<file path="config.mk">
export PLATFORM = sky130hd
export DESIGN_NAME = exsync_ctrl
export DESIGN_NICKNAME = d
export VERILOG_FILES = /design/src/rtl/exsync_pkg.sv /design/src/rtl/exsync_tag_table.sv /design/src/rtl/exsync_issue_gate.sv /design/src/rtl/exsync_ctx_regs.sv /design/src/rtl/exsync_ctrl.sv
export SDC_FILE = /design/constraint.sdc
export NUM_CORES = 1
export LEC_CHECK = 0
export ABC_AREA = 1
export BUFFER_PORTS_ARGS = -buffer_cell sky130_fd_sc_hd__buf_4
export CAP_MARGIN = 20
export CORE_ASPECT_RATIO = 1.4
export CORE_MARGIN = 10
export CORE_UTILIZATION = 40
export CTS_BUF_LIST = sky130_fd_sc_hd__clkbuf_4 sky130_fd_sc_hd__clkbuf_8 sky130_fd_sc_hd__clkbuf_16
export CTS_CLUSTER_DIAMETER = 50
export CTS_CLUSTER_SIZE = 25
export DETAILED_ROUTE_END_ITERATION = 8
export PLACE_DENSITY_LB_ADDON = 0.15
export SLEW_MARGIN = 0
export SYNTH_ARGS = -nofsm -noshare
export SYNTH_HDL_FRONTEND = slang
export SYNTH_SLANG_ARGS = --single-unit
</file>
<file path="constraint.sdc">
create_clock -name clk -period 2.4 [get_ports clk]
set_input_delay 0.24 -clock clk [delete_from_list [all_inputs] [get_ports clk]]
set_output_delay 0.24 -clock clk [all_outputs]
set_load 0.1 [all_outputs]
</file>
<file path="src/rtl/exsync_pkg.sv">
package exsync_pkg;

  typedef enum logic [2:0] {
    SC_PLAIN   = 3'd0,
    SC_EXEC    = 3'd1,
    SC_MSRW    = 3'd2,
    SC_MSYNC   = 3'd3,
    SC_ISYNC   = 3'd4,
    SC_SYSCALL = 3'd5,
    SC_RFI     = 3'd6,
    SC_RSVD    = 3'd7
  } sync_class_e;

  // classes that need every older instruction finished before they issue
  function automatic logic waits_at_issue(input logic [2:0] c);
    return (c == SC_EXEC) || (c == SC_MSRW) || (c == SC_SYSCALL) ||
           (c == SC_RFI) || (c == SC_RSVD);
  endfunction

  // classes that may issue early but must be alone when they complete
  function automatic logic waits_at_complete(input logic [2:0] c);
    return (c == SC_MSYNC) || (c == SC_ISYNC);
  endfunction

  // classes whose completion refreshes the effective context
  function automatic logic refreshes_ctx(input logic [2:0] c);
    return (c == SC_ISYNC) || (c == SC_SYSCALL) || (c == SC_RFI);
  endfunction

endpackage

</file>
<file path="src/rtl/exsync_tag_table.sv">
module exsync_tag_table
  import exsync_pkg::*;
#(
  parameter int TAGW = 4,
  parameter int CNTW = 4
) (
  input  logic            clk,
  input  logic            rst_n,
  input  logic            alloc,
  input  logic [2:0]      alloc_cls,
  input  logic            alloc_np,
  input  logic            cmp_valid,
  input  logic [TAGW-1:0] cmp_tag,
  output logic [TAGW-1:0] next_tag,
  output logic            next_busy,
  output logic [CNTW-1:0] cnt,
  output logic            cmp_ready,
  output logic            cmp_fire,
  output logic [2:0]      cmp_cls,
  output logic            cmp_np
);
  localparam int DEPTH  = 1 << TAGW;
  localparam int MAXOUT = (1 << CNTW) - 1;

  logic [DEPTH-1:0] busy_q;
  logic [2:0]       cls_q [DEPTH];
  logic             np_q  [DEPTH];
  logic             hit_busy;

  assign hit_busy  = busy_q[cmp_tag];
  assign cmp_cls   = cls_q[cmp_tag];
  assign cmp_np    = np_q[cmp_tag];
  assign next_busy = busy_q[next_tag];

  // memory/instruction sync may only retire as the sole outstanding entry
  assign cmp_ready = !(hit_busy && waits_at_complete(cmp_cls)) ||
                     (cnt == CNTW'(1));
  assign cmp_fire  = cmp_valid && cmp_ready && hit_busy;

  for (genvar i = 0; i < DEPTH; i++) begin : g_entry
    always_ff @(posedge clk) begin
      if (!rst_n) begin
        busy_q[i] <= 1'b0;
        cls_q[i]  <= 3'd0;
        np_q[i]   <= 1'b0;
      end else if (alloc && (next_tag == TAGW'(i))) begin
        busy_q[i] <= 1'b1;
        cls_q[i]  <= alloc_cls;
        np_q[i]   <= alloc_np;
      end else if (cmp_fire && (cmp_tag == TAGW'(i))) begin
        busy_q[i] <= 1'b0;
      end
    end
  end

  always_ff @(posedge clk) begin
    if (!rst_n) begin
      next_tag <= '0;
      cnt      <= '0;
    end else begin
      if (alloc) next_tag <= next_tag + TAGW'(1);
      if (alloc && !cmp_fire)      cnt <= cnt + CNTW'(1);
      else if (!alloc && cmp_fire) cnt <= cnt - CNTW'(1);
    end
  end

  a_r2_no_overflow: assert property (@(posedge clk) disable iff (!rst_n)
    alloc |-> (cnt != CNTW'(MAXOUT)));

  a_r11_free_slot: assert property (@(posedge clk) disable iff (!rst_n)
    alloc |-> !busy_q[next_tag]);

  a_r10_ghost_ignored: assert property (@(posedge clk) disable iff (!rst_n)
    (cmp_valid && !hit_busy && !alloc) |=> $stable(cnt));

endmodule

</file>
<file path="src/rtl/exsync_issue_gate.sv">
module exsync_issue_gate
  import exsync_pkg::*;
#(
  parameter int TAGW = 4,
  parameter int CNTW = 4
) (
  input  logic            clk,
  input  logic            rst_n,
  input  logic            disp_valid,
  input  logic [2:0]      disp_cls,
  input  logic [CNTW-1:0] cnt,
  input  logic            next_busy,
  input  logic [TAGW-1:0] next_tag,
  input  logic            cmp_fire,
  input  logic [TAGW-1:0] cmp_tag,
  output logic            disp_ready,
  output logic            iss_fire,
  output logic            bar_active
);
  localparam int MAXOUT = (1 << CNTW) - 1;

  logic            bar_q;
  logic [TAGW-1:0] bar_tag_q;
  logic            room;

  assign room       = !next_busy && (cnt != CNTW'(MAXOUT));
  assign disp_ready = !bar_q && room &&
                      (!waits_at_issue(disp_cls) || (cnt == '0));
  assign iss_fire   = disp_valid && disp_ready;
  assign bar_active = bar_q;

  // any synchronizing class holds younger work until it retires
  always_ff @(posedge clk) begin
    if (!rst_n) begin
      bar_q     <= 1'b0;
      bar_tag_q <= '0;
    end else if (iss_fire && (disp_cls != SC_PLAIN)) begin
      bar_q     <= 1'b1;
      bar_tag_q <= next_tag;
    end else if (bar_q && cmp_fire && (cmp_tag == bar_tag_q)) begin
      bar_q <= 1'b0;
    end
  end

  a_r4_barrier_release: assert property (@(posedge clk) disable iff (!rst_n)
    (bar_q && !cmp_fire) |=> bar_q);

endmodule

</file>
<file path="src/rtl/exsync_ctx_regs.sv">
module exsync_ctx_regs
  import exsync_pkg::*;
(
  input  logic       clk,
  input  logic       rst_n,
  input  logic       cmp_fire,
  input  logic [2:0] cmp_cls,
  input  logic       cmp_np,
  output logic       arch_user,
  output logic       eff_user
);
  always_ff @(posedge clk) begin
    if (!rst_n) begin
      arch_user <= 1'b0;
      eff_user  <= 1'b0;
    end else if (cmp_fire) begin
      case (cmp_cls)
        SC_MSRW:    arch_user <= cmp_np;
        SC_ISYNC:   eff_user  <= arch_user;
        SC_SYSCALL: begin
          arch_user <= 1'b0;
          eff_user  <= 1'b0;
        end
        SC_RFI: begin
          arch_user <= cmp_np;
          eff_user  <= cmp_np;
        end
        default: ;
      endcase
    end
  end

  a_r7_eff_source: assert property (@(posedge clk) disable iff (!rst_n)
    !$stable(eff_user) |-> $past(cmp_fire && refreshes_ctx(cmp_cls)));

  a_r6_msrw_keeps_eff: assert property (@(posedge clk) disable iff (!rst_n)
    (cmp_fire && (cmp_cls == SC_MSRW)) |=> $stable(eff_user));

endmodule

</file>
<file path="src/rtl/exsync_ctrl.sv">
module exsync_ctrl
  import exsync_pkg::*;
#(
  parameter int TAGW = 4,
  parameter int CNTW = 4
) (
  input  logic            clk,
  input  logic            rst_n,
  input  logic            disp_valid,
  output logic            disp_ready,
  input  logic [2:0]      disp_class,
  input  logic            disp_new_priv,
  input  logic            disp_privileged,
  output logic [TAGW-1:0] iss_tag,
  output logic            iss_user,
  output logic            iss_violation,
  input  logic            cmp_valid,
  output logic            cmp_ready,
  input  logic [TAGW-1:0] cmp_tag,
  output logic            arch_user,
  output logic            eff_user,
  output logic [CNTW-1:0] busy_count
);
  logic            iss_fire, next_busy, cmp_fire, cmp_np, bar_active;
  logic [2:0]      cmp_cls;
  logic [TAGW-1:0] next_tag;
  logic [CNTW-1:0] cnt;

  exsync_tag_table #(.TAGW(TAGW), .CNTW(CNTW)) u_table (
    .clk(clk), .rst_n(rst_n),
    .alloc(iss_fire), .alloc_cls(disp_class), .alloc_np(disp_new_priv),
    .cmp_valid(cmp_valid), .cmp_tag(cmp_tag),
    .next_tag(next_tag), .next_busy(next_busy), .cnt(cnt),
    .cmp_ready(cmp_ready), .cmp_fire(cmp_fire),
    .cmp_cls(cmp_cls), .cmp_np(cmp_np)
  );

  exsync_issue_gate #(.TAGW(TAGW), .CNTW(CNTW)) u_gate (
    .clk(clk), .rst_n(rst_n),
    .disp_valid(disp_valid), .disp_cls(disp_class),
    .cnt(cnt), .next_busy(next_busy), .next_tag(next_tag),
    .cmp_fire(cmp_fire), .cmp_tag(cmp_tag),
    .disp_ready(disp_ready), .iss_fire(iss_fire), .bar_active(bar_active)
  );

  exsync_ctx_regs u_ctx (
    .clk(clk), .rst_n(rst_n),
    .cmp_fire(cmp_fire), .cmp_cls(cmp_cls), .cmp_np(cmp_np),
    .arch_user(arch_user), .eff_user(eff_user)
  );

  assign iss_tag       = next_tag;
  assign iss_user      = eff_user;
  assign iss_violation = disp_privileged && eff_user;
  assign busy_count    = cnt;

  a_r3_issue_alone: assert property (@(posedge clk) disable iff (!rst_n)
    (iss_fire && waits_at_issue(disp_class)) |=> (cnt == CNTW'(1)));

  a_r5_sync_last: assert property (@(posedge clk) disable iff (!rst_n)
    (cmp_fire && waits_at_complete(cmp_cls)) |=> (cnt == '0));

  a_r4_no_issue_behind: assert property (@(posedge clk) disable iff (!rst_n)
    bar_active |-> !iss_fire);

endmodule

</file>
==> results of run 1 <==
[per-layer routing]
layer | global-route usage | vias up | routed length (um)
met5 | 0 | - | 0
met4 | 0.0601 | 0 | 296
met3 | 0.0253 | 21 | 684
met2 | 0.305 | 123 | 8180
met1 | 0.197 | 2238 | 6340
li1 | - | 2337 | -
[worst paths after layout]
path	endpoint	cells after the start
worst max-delay path	u_table.np_q[13]	13
worst min-delay path	u_table.np_q[8]	3
worst max register to register	u_table.np_q[13]	13
worst min register to register	u_gate.bar_active	2
[cell usage after synthesis, drive strengths merged, types with 5 or more instances]
master / instances
nand2: 282
nor2: 96
inv: 70
edfxtp: 63
nand3: 33
dfxtp: 32
o21ai: 22
buf: 20
a21oi: 18
nand4: 17
clkbuf: 11
a22oi: 8
ha: 8
xor2: 5
[state kept, by name, indices dropped and copies added, names as in the netlist]
name,count
u_ctx.eff_user,1
u_table.next_tag,4
u_gate.bar_tag_q,4
u_ctx.arch_user,1
u_table.np_q,16
u_table.cls_q,48
u_gate.bar_active,1
u_table.busy_q,16
u_table.cnt,4
[layout by cell type, fill, tap and decap left out, types with 3 or more instances in the layout]
cell type,netlist,final
buf_6,3,3
nand2_2,1,26
o21ai_1,5,9
nor2_1,87,82
buf_4,7,65
edfxtp_1,63,63
dfxtp_1,32,24
inv_1,67,64
nor2_2,3,8
ha_1,8,6
dfxtp_4,0,6
nor2_8,3,3
nand3_1,20,17
nand3_2,1,4
clkbuf_4,0,3
o21ai_0,15,11
xor2_1,5,5
buf_12,1,8
a21oi_1,18,17
nand2_1,279,254
nand3_4,12,12
nand4_1,17,17
nor2_4,3,3
a22oi_1,8,8
clkbuf_16,0,9
inv_4,0,3
clkinv_1,3,3
[power by group through the flow]
stage / combinational [W] / sequential (W) / clock, W
2_1_floorplan: 0.00126 / 0.00233 / 0
3_3_place_gp: 0.00198 / 0.00205 / 0
3_5_place_dp: 0.00201 / 0.00206 / 0
4_1_cts: 0.00212 / 0.00202 / 0.00147
5_1_grt: 0.00244 / 0.00205 / 0.00153
6_report: 0.00228 / 0.00203 / 0.00145
[stage by stage]
stage	setup slack (ps)	setup TNS (ps)
3_5_place_dp	-154	-193
2_1_floorplan	-440	-22640
4_1_cts	15.8	0
3_3_place_gp	-118	-165
6_report	75.1	0
5_1_grt	-6.38	-23.1
[what timing repair did]
item	4_1_cts	5_1_grt
setup buffers	3	9
cloned	0	0
resized for setup	1	20
pin swaps	2	4
endpoints found under the setup margin	1	67
[kinds of logic after synthesis]
kind of cell             Yosys count  share of synthesized area
AND/OR/NAND/NOR                  432                      0.362
buffers and inverters            104                     0.0870
flip-flops                        95                      0.465
AO/OA/AOI/OAI                     55                     0.0586
adder cells (fa/ha/maj)            8                     0.0184
XOR/XNOR                           6                    0.00964
[cell type report]
cell class,instances,share of cell area
timing repair buffer,76,0.103
clock buffer,12,0.0373
tap,182,0.0343
clock inverter,4,0.00716
multi-input combinational,501,0.389
inverter,73,0.0446
sequential,95,0.385
[worst register-to-register path, stage by stage (launching register included)]
cell	delay [ps]
dfxtp_4	370
inv_4	90
ha_4	140
a31oi_1	80
nand2_1	60
nand3b_1	90
or2_4	270
nor2_4	170
nand2_8	90
buf_4	170
nor2_8	210
buf_12	150
nand2_2	40
nand2_2	100
==> out/results.ini, run 1 <==
[floorplanning]
die_x_um = 119
core_mm2 = 0.0134
start_util = 0.407
ioPinCount = 27
die_h_um = 158
row_count = 50
dieArea_mm2 = 0.0188

[run_status]
outcome = finished, final reports clean

[layout]
nets = 777
final_cells = 943
syn_to_final_growth_pct = 21.9
final-seq-area_mm2 = 0.00256
num_antenna_cells = 0
post-route-util = 0.496
multi_input_area_mm2 = 0.00258
design_area_mm2 = 0.00664
drive_gt1_frac = 0.226
fillers = 1369

[routing]
drtIter0Drc = 353
routedWlPerCell_um = 16.4
drtAntennaViolNets = 0
vias = 4719
post_drt_via_cell_ratio = 5.00
dr.pass1.iters = 5
wl_um = 15500
drc = 0

[logic_synthesis]
synth_area_per_cell_um2 = 7.78
ys_warn_count = 0
synth.distinct_cells = 41
synth_top_cell_by_area = edfxtp_1
async_flop_share = 0
synth-seq-cells = 95
seq_area_frac_synth = 0.465
synth.top_cell.area_share = 0.347
synth.net_count = 721
syn_area_mm2 = 0.00545
ys.flop_type = edfxtp_1
synthTopCellsByArea = edfxtp_1 35%, nand2_1 19%, dfxtp_1 12%, nor2_1 6.0%, inv_1 4.6%
synth-edff-count = 63
synth_cells = 700

[timing]
final_hold_viol_count = 0
whs_ps = 147
relSlewSlack = 0.451
setup_viol = 0
skew_ps = 5.87
fmax_ghz = 0.430
worstMarginPinSlew_ps = 823
fin_crit_ps = 2320
slew_viol_final = 0
fin_crit_sh = 0.969

[cts]
cts_buffer_depth = 2
clock_latency_ps = 350
root_buffer = clkbuf_16
cts.clk_slew.worst_paths_ps = 70
numCtsBuffers = 9
h-tree-depth = 3
ctsHoldBuffers = 0
cts_tree = done
clkSinkCount = 95

[global_routing]
gr-total-overflow = 0
grt_pass1_vias = 4506
grt_max_degree = 31
grt_first_pass_wirelength_um = 24600
grt_usage = 0.168
antenna_found_initial = 0

[placement]
port_buffers = 26
dpl-instance-area_mm2 = 0.00614
place_inst = 915
gp_congestion = 0.916
post-dp-hpwl_um = 11000

[worst_setup_path]
crit_family = simple AND/OR/NAND/NOR gates
path_buf_inv = 3
crit_slowest_cell = dfxtp_4
end_kind = register
crit_fanout = 7
cpPeakStageDelay_ps = 370
r2r_start = u_table.cnt[0]
start_kind = register
crit_start = u_table.cnt[0]
path_class = reg2reg
critical_path_required_ps = 2460
worst-r2r-setup-slack_ps = 80
cpMostUsedCell = nand2_2
worstPathArrival_ps = 2380
crit_chain = inv_4, ha_4, a31oi_1, nand2_1, nand3b_1, or2_4, nor2_4, nand2_8, buf_4, nor2_8, buf_12, nand2_2, nand2_2

[power_and_ir_drop]
vdd_drop_max_uv = 1110
clkPwrFrac = 0.252
internal_power_w = 0.00353
p_leak_nw = 3.06
combinationalPowerShare = 0.396
p_total_w = 0.00576
swShare = 0.386
switching_power_w = 0.00222
p_seq_frac = 0.353
p_per_area_mw_per_mm2 = 867

[worst_hold_path]
hp-start = disp_new_priv
worstHoldPathType = in2reg

[job]
maxCapViolations = 0

Power figures use the tool's default switching activity.
==> run 2, diff against run 1 <==
--- a/config.mk
+++ b/config.mk
@@ -10,7 +10,7 @@
 export CAP_MARGIN = 20
 export CORE_ASPECT_RATIO = 1.4
 export CORE_MARGIN = 10
-export CORE_UTILIZATION = 40
+export CORE_UTILIZATION = 50
 export CTS_BUF_LIST = sky130_fd_sc_hd__clkbuf_4 sky130_fd_sc_hd__clkbuf_8 sky130_fd_sc_hd__clkbuf_16
 export CTS_CLUSTER_DIAMETER = 50
 export CTS_CLUSTER_SIZE = 25
==> out/results.ini, run 2 (synthesized netlist as in run 1, its figures left out) <==
[run_status]
outcome = finished with violations  ; was finished, final reports clean
violations = negative setup slack

[timing]
slew_viol_final = 0  ; unchanged
setup_viol = 1  ; was 0
worst_slack_ps = -22.5  ; was 75.1 ps
whs_ps = 152  ; was 147 ps
skew_ps = 7.84  ; was 5.87 ps
relSlewSlack = 0.380  ; was 0.451
worstMarginPinSlew_ps = 928  ; was 823 ps
fin_crit_ps = 2420  ; was 2320 ps
fmax_ghz = 0.413  ; was 0.430 GHz
final_hold_viol_count = 0  ; unchanged
fin_crit_sh = 1.01  ; was 0.969

[worst_setup_path]
end_kind = register  ; unchanged
crit_fanout = 7  ; unchanged
worst-r2r-setup-slack_ps = -20  ; was 80 ps
worstPathArrival_ps = 2650  ; was 2380 ps
start_kind = register  ; unchanged
r2r_start = u_table.cnt[0]  ; unchanged
critical_path_required_ps = 2630  ; was 2460 ps
path_class = reg2reg  ; unchanged
r2r-end = u_table.cnt[3]  ; was u_table.np_q[13]
r2r_cells = 15  ; was 13

[worst_hold_path]
worstHoldPathType = in2reg  ; unchanged
hold_depth = 3  ; unchanged
worstHoldEndpoint = u_table.np_q[8]  ; unchanged
hp-start = disp_new_priv  ; unchanged

[global_routing]
grt_max_degree = 41  ; was 31
grt_first_pass_wirelength_um = 23700  ; was 24600 um
gr-total-overflow = 0  ; unchanged
antenna_found_initial = 0  ; unchanged
grt_pass1_vias = 4580  ; was 4506
grt_usage = 0.198  ; was 0.168

[power_and_ir_drop]
vdd_drop_max_uv = 1180  ; was 1110 uV
p_leak_nw = 3.00  ; was 3.06 nW
p_per_area_mw_per_mm2 = 871  ; was 867 mW/mm2

[cts]
numCtsBuffers = 9  ; unchanged
clock_latency_ps = 350  ; about the same
root_buffer = clkbuf_16  ; unchanged
h-tree-depth = 3  ; unchanged
cts.clk_slew.worst_paths_ps = 60  ; was 70 ps
clkSinkCount = 95  ; unchanged
ctsHoldBuffers = 0  ; unchanged
cts_buffer_depth = 2  ; unchanged
cts_tree = done  ; unchanged

[routing]
drc = 0  ; unchanged
vias = 4714  ; was 4719
dr.pass1.iters = 5  ; unchanged
drtAntennaViolNets = 0  ; unchanged
routedWlPerCell_um = 16.7  ; was 16.4 um
post_drt_via_cell_ratio = 5.28  ; was 5.00
drtIter0Drc = 376  ; was 353
wl_um = 14900  ; was 15500 um

[layout]
top_register = u_table.cls_q  ; unchanged
drive_gt1_frac = 0.214  ; was 0.226
syn_to_final_growth_pct = 20.0  ; was 21.9%
layout_common_cells = 253 x nand2_1, 81 x nor2_1, 63 x inv_1, 63 x edfxtp_1, 55 x buf_4  ; was 254 x nand2_1, 82 x nor2_1, 65 x buf_4
nets = 767  ; was 777
num_antenna_cells = 0  ; unchanged
largest_reg_flops = 48  ; unchanged
layout_commonest_cell = nand2_1  ; unchanged
reg.largest.list = u_table.cls_q x48, u_table.busy_q x16, u_table.np_q x16  ; unchanged

[floorplanning]
row_count = 45  ; was 50
die_h_um = 144  ; was 158 um
dieArea_mm2 = 0.0155  ; was 0.0188 mm2
ioPinCount = 27  ; unchanged
core_mm2 = 0.0108  ; was 0.0134 mm2
start_util = 0.507  ; was 0.407
die_x_um = 108  ; was 119 um

[placement]
gp_congestion = 0.969  ; was 0.916
port_buffers = 26  ; unchanged
pre_cts_slack_ps = -104  ; was -154 ps
post-dp-hpwl_um = 10300  ; was 11000 um

[job]
maxCapViolations = 0  ; unchanged

==> run 2: worst max-delay path by stage <==
stage	cells past startpoint	end	slack [ps]	startpoint
floorplan	14	u_table.cnt[3]	-440	u_table.next_tag[3]
global placement	21	u_table.cnt[3]	-60	cmp_tag[0]
detailed placement	21	u_table.cnt[3]	-100	cmp_tag[0]
CTS	15	u_table.cnt[3]	30	u_table.cnt[1]
global route	14	u_table.cnt[3]	-30	u_table.cnt[0]
finish	15	u_table.cnt[3]	-20	u_table.cnt[0]
==> run 2: cell type report <==
type | count | area, um2
inverter | 73 | 305
multi-input combinational | 501 | 2600
clock inverter | 5 | 50.0
tap | 141 | 176
timing repair buffer | 66 | 607
clock buffer | 11 | 240
fill | 966 | 4210
sequential | 95 | 2560
==> run 2: report_power, final <==
| part | internal [W] | leakage, nW | switching (W) |
|---|---|---|---|
| Sequential | 0.00192 | 0.916 | 0.000122 |
| Combinational | 0.000726 | 1.95 | 0.00151 |
| Clock | 0.000822 | 0.141 | 0.000595 |
| Total | 0.00347 | 3.00 | 0.00223 |
==> run 2: worst max-delay path, cell delays in order, from the launching register on <==
cell	delay, ps
dfxtp_4	360
inv_4	70
ha_4	130
a31oi_1	80
nand2_1	80
nand3b_1	90
or2_4	250
nor2_4	200
nand2_8	130
clkinv_8	90
ha_4	140
inv_2	60
nor4_2	270
a41oi_2	90
o21ai_1	190
a21oi_1	70
==> run 2: through the flow <==
stage               utilization  TNS (ps)  area, um2  std cells  power [W]
floorplan                     -    -22640       5580        700    0.00359
global placement          0.561      -114       6030        866    0.00400
detailed placement        0.561      -137       6030        866    0.00404
CTS                       0.591         0       6360        884    0.00553
global route              0.608      -104       6540        892    0.00595
finish                    0.608     -22.5       6540        892    0.00570
==> run 2: timing repair <==
action	CTS	global route
gates resized for setup	1	26
pin swaps	2	8
cloned	0	0
endpoints found under the hold margin	0	0
setup buffers	2	8
setup endpoints to repair	2	52
==> run 2: routing by layer <==
layer,track usage,vias up,part of all wire
met5,0,-,0
met3,0.0309,32,0.051
li1,-,2323,-
met1,0.229,2189,0.39
met2,0.352,170,0.53
met4,0.0804,0,0.029
==> run 3, diff against run 2 <==
--- a/config.mk
+++ b/config.mk
@@ -6,15 +6,15 @@
 export NUM_CORES = 1
 export LEC_CHECK = 0
 export ABC_AREA = 1
-export BUFFER_PORTS_ARGS = -buffer_cell sky130_fd_sc_hd__buf_4
 export CAP_MARGIN = 20
 export CORE_ASPECT_RATIO = 1.4
 export CORE_MARGIN = 10
 export CORE_UTILIZATION = 50
-export CTS_BUF_LIST = sky130_fd_sc_hd__clkbuf_4 sky130_fd_sc_hd__clkbuf_8 sky130_fd_sc_hd__clkbuf_16
+export CTS_BUF_LIST = sky130_fd_sc_hd__clkbuf_4
 export CTS_CLUSTER_DIAMETER = 50
 export CTS_CLUSTER_SIZE = 25
 export DETAILED_ROUTE_END_ITERATION = 8
+export DONT_BUFFER_PORTS = 1
 export PLACE_DENSITY_LB_ADDON = 0.15
 export SLEW_MARGIN = 0
 export SYNTH_ARGS = -nofsm -noshare
==> out/results.ini, run 3 (synthesized netlist as in run 1, its figures left out) <==
[cts]
clock_latency_ps = 450  ; was 350 ps
cts.clk_slew.worst_paths_ps = 160  ; was 60 ps
cts_tree = done  ; unchanged
cts_buffer_depth = 2  ; unchanged
numCtsBuffers = 9  ; unchanged
h-tree-depth = 3  ; unchanged
root_buffer = clkbuf_4  ; was clkbuf_16
clkSinkCount = 95  ; unchanged

[layout]
final-seq-area_mm2 = 0.00256  ; about the same
drive_gt1_frac = 0.190  ; was 0.214
layout_common_cells = 250 x nand2_1, 85 x nor2_1, 64 x inv_1  ; was 253 x nand2_1, 81 x nor2_1, 63 x inv_1, 63 x edfxtp_1, 55 x buf_4
design_area_mm2 = 0.00617  ; was 0.00654 mm2
reg.largest.list = u_table.cls_q x48, u_table.busy_q x16, u_table.np_q x16  ; unchanged
fillers = 1004  ; was 966
largest_reg_flops = 48  ; unchanged
syn_to_final_growth_pct = 13.2  ; was 20.0%
layout_commonest_cell = nand2_1  ; unchanged
top_register = u_table.cls_q  ; unchanged
multi_input_area_mm2 = 0.00259  ; was 0.00260 mm2
post-route-util = 0.574  ; was 0.608
nets = 747  ; was 767

[routing]
routedWlPerCell_um = 17.6  ; was 16.7 um
drtIter0Drc = 349  ; was 376
post_drt_via_cell_ratio = 5.40  ; was 5.28
wl_met2_um = 7630  ; was 7850 um
drtAntennaViolNets = 0  ; unchanged
wl_um = 15300  ; was 14900 um
topRoutingLayerUsed = met4  ; unchanged
wl_met3_um = 960  ; was 758 um
drc = 0  ; unchanged
wl_met1_um = 6250  ; was 5860 um
dr.pass1.iters = 5  ; unchanged
vias = 4717  ; was 4714

[timing]
relSlewSlack = 0.486  ; was 0.380
skew_ps = 21.8  ; was 7.84 ps
fmax_ghz = 0.434  ; was 0.413 GHz
whs_ps = 10.9  ; was 152 ps
slew_viol_final = 0  ; unchanged
fin_crit_ps = 2300  ; was 2420 ps
final_hold_viol_count = 0  ; unchanged
fin_crit_sh = 0.960  ; was 1.01
setup_viol = 0  ; was 1
worstMarginPinSlew_ps = 771  ; was 928 ps

[power_and_ir_drop]
p_total_w = 0.00495  ; was 0.00570 W
p_per_area_mw_per_mm2 = 803  ; was 871 mW/mm2
vdd_drop_max_uv = 1090  ; was 1180 uV
p_leak_nw = 2.83  ; was 3.00 nW

[global_routing]
grt_first_pass_wirelength_um = 23900  ; was 23700 um
gr-total-overflow = 0  ; unchanged
grt_usage = 0.200  ; was 0.198
grt_pass1_vias = 4452  ; was 4580
antenna_found_initial = 1  ; was 0
grt_max_degree = 42  ; was 41

[worst_setup_path]
crit_fanout = 10  ; was 7
worstPathArrival_ps = 2470  ; was 2650 ps
start_kind = register  ; unchanged
path_class = reg2reg  ; unchanged
end_kind = register  ; unchanged
critical_path_required_ps = 2570  ; was 2630 ps

[floorplanning]
ioPinCount = 27  ; unchanged
die_h_um = 144  ; unchanged
die_x_um = 108  ; unchanged
row_count = 45  ; unchanged
core_mm2 = 0.0108  ; unchanged
dieArea_mm2 = 0.0155  ; unchanged
start_util = 0.507  ; unchanged

[worst_hold_path]
worstHoldPathType = in2reg  ; unchanged

[placement]
port_buffers = 0  ; was 26
post-dp-hpwl_um = 10500  ; was 10300 um
dpl-instance-area_mm2 = 0.00583  ; was 0.00603 mm2
gp_congestion = 0.833  ; was 0.969

[job]
maxCapViolations = 0  ; unchanged

[run_status]
outcome = finished, final reports clean  ; was finished with violations

## run 3: changes by cell type in the layout (fill, tap and decap cells not counted), sizes merged
| cell | previous run | this run |
|---|---|---|
| dlygate4sd3 | 0 | 4 |
| diode | 0 | 1 |
| buf | 66 | 42 |
| inv | 68 | 70 |
| clkinv | 7 | 6 |
| clkinvlp | 2 | 1 |
## run 3: power breakdown
part	internal, W	switching, W	leakage (nW)
logic	0.000618	0.00144	1.84
clock network	0.000334	0.000544	0.0719
registers	0.00191	0.0000990	0.917
total	0.00287	0.00209	2.83
## run 3: critical path, stage by stage, from the launching register on
cell,delay (ps)
dfxtp_4,380
buf_4,140
ha_1,200
nand3_1,100
nand3b_1,110
or2_4,250
nor2_4,110
nand2_4,90
buf_12,160
nor2_8,230
nand2_2,130
nand2_2,120
## run 3: final timing paths
kind	start	to	slack [ps]	cells after the start
max	u_table.cnt[1]	u_table.cls_q[13][2]	100	11
min	rst_n	u_table.cls_q[7][1]	10	1
min reg2reg	u_gate.bar_active	u_gate.bar_active	470	2
max reg2reg	u_table.cnt[1]	u_table.cls_q[13][2]	100	11
## run 3: per-layer routing
layer / vias up / GRT usage
met4: 0 / 0.0882
met3: 39 / 0.0381
met2: 149 / 0.344
met1: 2241 / 0.234
li1: 2288 / -
met5: - / 0
## run 3: cell type report
cell class | instances | share of cell area
clock inverters | 5 | 0.00811
flip-flops and latches | 95 | 0.415
multi-input cells | 501 | 0.420
well taps | 141 | 0.0286
repair buffers | 46 | 0.0663
clock buffers | 11 | 0.0134
diodes | 1 | 0.000406
inverters | 73 | 0.0481
## run 3: through the flow
step                      cells  setup WS [ps]  TNS (ps)
after CTS                   865          0.435         0
after global placement      845           44.4         0
after global routing        873          -4.65     -4.65
after detailed placement    845          -45.5     -45.5
final                       873           97.0         0
after floorplan             700           -440    -22640
## run 3: repair_timing
item | in CTS | in global routing
endpoints found under the hold margin | 28 | 6
pin swaps | 0 | 16
buffers inserted | 0 | 6
gates resized for setup | 1 | 20
endpoints found under the setup margin | 1 | 63
hold buffers | 4 | 1
